--- src/rtl/shp_pkg.sv ---
package shp_pkg;
  typedef enum logic {
    DIR_WRITE = 1'b0,
    DIR_READ  = 1'b1
  } dir_e;
endpackage

--- src/rtl/shp_edge_det.sv ---
module shp_edge_det (
  input  logic clk_i,
  input  logic rst_ni,
  input  logic sclk_i,
  output logic rise_o,
  output logic fall_o
);
  logic sclk_q;

  always_ff @(posedge clk_i or negedge rst_ni) begin
    if (!rst_ni) sclk_q <= 1'b0;
    else         sclk_q <= sclk_i;
  end

  assign rise_o = sclk_i & ~sclk_q;
  assign fall_o = ~sclk_i & sclk_q;
endmodule

--- src/rtl/shp_frame_rx.sv ---
module shp_frame_rx
  import shp_pkg::*;
#(
  parameter int ADDR_W = 6,
  parameter int DATA_W = 8
) (
  input  logic              clk_i,
  input  logic              rst_ni,
  input  logic              csn_i,
  input  logic              rise_i,
  input  logic              sdi_i,
  output logic [ADDR_W-1:0] addr_o,
  output logic [DATA_W-1:0] wdata_o,
  output logic              we_o,
  output logic              load_o,
  output logic              shift_o
);
  localparam int CMD_W = ADDR_W + 2;
  localparam int FRAME = CMD_W + DATA_W;
  localparam int CNT_W = $clog2(FRAME + 1);

  logic [CNT_W-1:0]  cnt_q;
  logic [CMD_W-2:0]  cmd_q;   // command MSB is never stored
  logic [DATA_W-1:0] dat_q;
  logic              we_q;
  logic              is_rd;
  logic              live_rise;

  assign is_rd     = (dir_e'(cmd_q[0]) == DIR_READ);
  assign live_rise = rise_i & ~csn_i & (cnt_q < CNT_W'(FRAME));

  always_ff @(posedge clk_i or negedge rst_ni) begin
    if (!rst_ni) begin
      cnt_q <= '0;
      cmd_q <= '0;
      dat_q <= '0;
      we_q  <= 1'b0;
    end else begin
      we_q <= 1'b0;
      if (csn_i) begin
        cnt_q <= '0;
      end else if (live_rise) begin
        cnt_q <= cnt_q + 1'b1;
        for (int i = 0; i < CMD_W - 1; i++)
          if (cnt_q == CNT_W'(i)) cmd_q[i] <= sdi_i;
        for (int i = 0; i < DATA_W; i++)
          if (cnt_q == CNT_W'(CMD_W + i)) dat_q[i] <= sdi_i;
        if (cnt_q == CNT_W'(FRAME - 1) && !is_rd) we_q <= 1'b1;
      end
    end
  end

  assign addr_o  = cmd_q[ADDR_W:1];
  assign wdata_o = dat_q;
  assign we_o    = we_q;
  assign load_o  = live_rise & is_rd & (cnt_q == CNT_W'(CMD_W - 1));
  assign shift_o = live_rise & is_rd & (cnt_q >= CNT_W'(CMD_W))
                 & (cnt_q <= CNT_W'(FRAME - 2));
endmodule

--- src/rtl/shp_rd_tx.sv ---
module shp_rd_tx #(
  parameter int DATA_W = 8
) (
  input  logic              clk_i,
  input  logic              rst_ni,
  input  logic              csn_i,
  input  logic              fall_i,
  input  logic              edge_sel_i,
  input  logic              load_i,
  input  logic              shift_i,
  input  logic [DATA_W-1:0] rdata_i,
  output logic              sdo_o,
  output logic              oe_o
);
  logic [DATA_W-1:0] sh_q;
  logic              act_q;
  logic              oe_q;
  logic              fout_q;   // falling-edge launch stage

  always_ff @(posedge clk_i or negedge rst_ni) begin
    if (!rst_ni) begin
      sh_q   <= '0;
      act_q  <= 1'b0;
      oe_q   <= 1'b0;
      fout_q <= 1'b0;
    end else begin
      if (load_i)       sh_q <= rdata_i;
      else if (shift_i) sh_q <= {1'b0, sh_q[DATA_W-1:1]};

      if (csn_i)       act_q <= 1'b0;
      else if (load_i) act_q <= 1'b1;

      if (fall_i && act_q && !csn_i) fout_q <= sh_q[0];

      if (csn_i)                                   oe_q <= 1'b0;
      else if (load_i && !edge_sel_i)              oe_q <= 1'b1;
      else if (fall_i && act_q && edge_sel_i)      oe_q <= 1'b1;
    end
  end

  assign oe_o  = oe_q;
  assign sdo_o = oe_q & (edge_sel_i ? fout_q : sh_q[0]);
endmodule

--- src/rtl/ser_host_port.sv ---
module ser_host_port #(
  parameter int ADDR_W = 6,
  parameter int DATA_W = 8
) (
  input  logic              clk_i,
  input  logic              rst_ni,
  input  logic              csn_i,
  input  logic              sclk_i,
  input  logic              sdi_i,
  input  logic              edge_sel_i,
  output logic              sdo_o,
  output logic              sdo_oe_o,
  output logic [ADDR_W-1:0] reg_addr_o,
  output logic              reg_we_o,
  output logic [DATA_W-1:0] reg_wdata_o,
  input  logic [DATA_W-1:0] reg_rdata_i
);
  logic rise, fall, load, shift;

  shp_edge_det u_edge (
    .clk_i  (clk_i),
    .rst_ni (rst_ni),
    .sclk_i (sclk_i),
    .rise_o (rise),
    .fall_o (fall)
  );

  shp_frame_rx #(.ADDR_W(ADDR_W), .DATA_W(DATA_W)) u_rx (
    .clk_i   (clk_i),
    .rst_ni  (rst_ni),
    .csn_i   (csn_i),
    .rise_i  (rise),
    .sdi_i   (sdi_i),
    .addr_o  (reg_addr_o),
    .wdata_o (reg_wdata_o),
    .we_o    (reg_we_o),
    .load_o  (load),
    .shift_o (shift)
  );

  shp_rd_tx #(.DATA_W(DATA_W)) u_tx (
    .clk_i      (clk_i),
    .rst_ni     (rst_ni),
    .csn_i      (csn_i),
    .fall_i     (fall),
    .edge_sel_i (edge_sel_i),
    .load_i     (load),
    .shift_i    (shift),
    .rdata_i    (reg_rdata_i),
    .sdo_o      (sdo_o),
    .oe_o       (sdo_oe_o)
  );
endmodule

--- config.mk ---
export PLATFORM = sky130hd
export DESIGN_NAME = ser_host_port
export DESIGN_NICKNAME = d
export VERILOG_FILES = /design/src/rtl/shp_pkg.sv /design/src/rtl/shp_edge_det.sv /design/src/rtl/shp_frame_rx.sv /design/src/rtl/shp_rd_tx.sv /design/src/rtl/ser_host_port.sv
export SDC_FILE = /design/constraint.sdc
export NUM_CORES = 1
export LEC_CHECK = 0
export BUFFER_PORTS_ARGS = -buffer_cell sky130_fd_sc_hd__buf_2
export CORE_ASPECT_RATIO = 1.75
export CORE_UTILIZATION = 30
export DETAILED_ROUTE_END_ITERATION = 10
export GPL_TIMING_DRIVEN = 0
export HOLD_SLACK_MARGIN = 0.06
export PLACE_DENSITY = 0.56
export SYNTH_ARGS = -nofsm -noshare
export SYNTH_HDL_FRONTEND = slang
export SYNTH_HIERARCHICAL = 1
export SYNTH_SLANG_ARGS = --single-unit
--- constraint.sdc ---
create_clock -name clk_i -period 1.7 [get_ports clk_i]
set_clock_uncertainty 0.1 [all_clocks]
set_input_delay 0.255 -clock clk_i [delete_from_list [all_inputs] [get_ports clk_i]]
set_output_delay 0.255 -clock clk_i [all_outputs]
set_load 0.02 [all_outputs]
==> results.yml <==
yosys:
  synth_xor_area_frac: 0.0108
  ys_types: 33
  async_flop_share: 1.00
  synth_top_area_share: 0.510
  yosys_warnings: 6
  synth-simple-area-share: 0.167
  synth_edf_count: 0
  ys_top_cells_by_area: "dfrtp_1, mux2_2, mux2i_1"
  yosysSeqAreaShare: 0.510
  synth_top_family_by_area: "multiplexers"
  synthTopCellsByCount: "dfrtp_1, mux2_2, nand3_1"
  synthAdderAreaFrac: 0.0387
  ys.flop_type: "dfrtp_1"
  syn_inst: 142
  yosysTopAreaCell: "dfrtp_1"
  syn_area_per_cell_um2: 11.4
  synth_compound_area_frac: 0.0402
  syn_nets: 161
  syn_area_um2: 1620
  synth_most_common_cell: "dfrtp_1"
  synth_mux_area_frac: 0.169
  yosys_register_bits: 33
outcome:
  violations: "DRC, setup timing"
  status: "finished with violations"
setup_path:
  cp_max_fo: 7
  reg2regPathDepth: 7
  critical_path_class: "flip-flop to flip-flop"
  crit-reg2reg-launch: "u_edge/sclk_q$_DFF_PN0_"
  cp.required_ns: 1.76
  startpoint_type: "flip-flop"
  cpMaxStageDelayCell: "dfrtp_1"
  reg2reg_slack_ns: -0.09
  cp_cell_sequence: "nor2b_2 > nor3b_4 > buf_6 > buf_4 > buf_8 > nand3_1 > mux2_2"
  endpoint_kind: "flip-flop"
  max_stage_delay_ns: 0.38
  critPathLaunch: "u_edge/sclk_q$_DFF_PN0_"
  reg2reg_to: "u_rx/cmd_q[0]$_DFFE_PN0P_"
  critPathArrivalTime_ns: 1.85
cts:
  cts_tree: "yes"
  clock_path_buffers: 2
  clkTransAtPathRegs_ns: 0.06
  cts-buffers-inserted: 5
  cts.htree.levels: 2
  cts.sinks: 33
  cts-root-buf: "clkbuf_8"
  clk_latency_ns: 0.27
placed_design:
  dpl-instance-area_um2: 1850
  io_buffers: 30
  dpl.hpwl_um: 2260
  pre_cts_ws_ns: -0.312
  gp_congestion: 0.725
floorplan:
  coreArea_um2: 5210
  rows: 35
  start_util: 0.310
  die_x_um: 57.5
  dieArea_um2: 5700
  die_h_um: 99.1
  ios: 31
layout:
  fin_nets: 207
  postLayoutCoreUtil: 0.404
  drive_gt1_frac: 0.447
  areaGrowthSynthToFinish_pct: 30.0
  diodes: 0
  final_area_um2: 2100
sta:
  hold_viol_final: 0
  clock.fmax_mhz: 559
  max_slew_margin: 0.520
  rsz0062_at_grt: "yes"
  final_max_slew_viol_count: 0
  worstMarginPinSlew_ns: 0.720
  setup_violations: 16
  whs_ns: 0.0977
  finalCritPeriodShare: 1.05
  layout_setup_ws_ns: -0.0902
  fin_crit_ns: 1.79
power_and_ir_drop:
  vdd_drop_max_mv: 0.309
  p_leak_nw: 1.01
  total_power_mw: 1.56
  p_per_area_nw_per_um2: 743
global_route:
  grt_usage: 0.122
  grt_pass1_vias: 1186
  grt_max_degree: 34
  grt_pass1_wl_um: 5380
  gr-total-overflow: 0
  grt_antenna_before_repair: 0
route:
  vias: 1170
  routed_wl_um: 3280
  via_per_inst: 4.81
  wl_per_cell_um: 13.5
  ant_nets: 0
  drcViolationCount: 3
  first_iter_violations: 20
  drt_first_pass_iters: 7
job:
  drv_cap: 0
min_path:
  hp-class: "primary input to flip-flop"
  hold_end: "u_tx/sh_q[5]$_DFFE_PN0P_"
  hold_depth: 3
  worstHoldStart: "reg_rdata_i[5]"
## where the power goes
part           switching, mW  internal [mW]
clock network          0.250          0.321
logic                 0.0851         0.0798
registers             0.0181          0.808
## cells in the final DEF (no fill, tap or decap), types with 4 or more instances in the layout
cell type and instances:
dfrtp_1 32, buf_2 30, nand2_1 9, buf_4 11
o21ai_1 7, nand3_1 12, ha_1 4, inv_1 4
clkbuf_8 6, mux2_2 14, nor2_1 8, buf_6 4
mux2i_1 9
## state kept, by name (all words and copies together), names as in the netlist
| name | flops |
|---|---|
| u_edge/sclk_q | 1 |
| u_rx/cmd_q | 7 |
| u_rx/cnt_q | 5 |
| u_rx/wdata_o | 8 |
| u_rx/we_o | 1 |
| u_tx/act_q | 1 |
| u_tx/fout_q | 1 |
| u_tx/oe_o | 1 |
| u_tx/sh_q | 8 |
## critical path, delay by kind of cell, from the launching register on
kind                   cells  cell delay (ns)
and+or+nand+nor            3             0.54
DFF                        1             0.38
buffers and inverters      3             0.38
muxes                      1             0.28
## kinds of logic after synthesis
group                      Yosys count
buffers and inverters               15
and+or+nand+nor                     50
muxes                               25
AOI/OAI and AO/OA                   12
adders and majority gates            5
xor gates and xnor gates             2
DFF                                 33
## how the worst max path moves through the flow
stage | to | cells after the start
after floorplan | u_tx/sh_q[0]$_DFFE_PN0P_ | 8
after global placement | u_tx/sh_q[5]$_DFFE_PN0P_ | 9
after detailed placement | u_tx/sh_q[0]$_DFFE_PN0P_ | 9
after CTS | u_tx/sh_q[4]$_DFFE_PN0P_ | 8
after global routing | u_tx/sh_q[1]$_DFFE_PN0P_ | 8
final | u_rx/cmd_q[0]$_DFFE_PN0P_ | 7
## timing repair
action,CTS,global route
resized for setup,9,13
hold buffers,2,0
endpoints found under the setup margin,20,21
buffers inserted,4,3
pin swaps,1,3
endpoints found under the hold margin,34,0
## layout make-up
cell class / instances / area, µm²
plain buffers: 11 / 97.6
clock buffers: 7 / 86.3
fillers: 530 / 3110
inverters: 4 / 15.0
multi-input cells: 94 / 774
flip-flops and latches: 33 / 827
well taps: 55 / 68.8
repair buffers: 39 / 234
## metal layers
layer  GRT usage  vias to the layer above  routed length [µm]
met2       0.219                       26                1830
met4      0.0394                        0                  11
met3      0.0364                        2                 148
li1            -                      574                   -
met5           0                        -                   0
met1       0.135                      568                1290
## through the flow
step,TNS (ns),std cells
2_1_floorplan,-0.494,142
3_3_place_gp,-3.15,227
3_5_place_dp,-3.35,227
4_1_cts,-0.690,240
5_1_grt,-2.96,243
6_report,-1.14,243
Note: power is estimated with default switching activity, not from simulation.
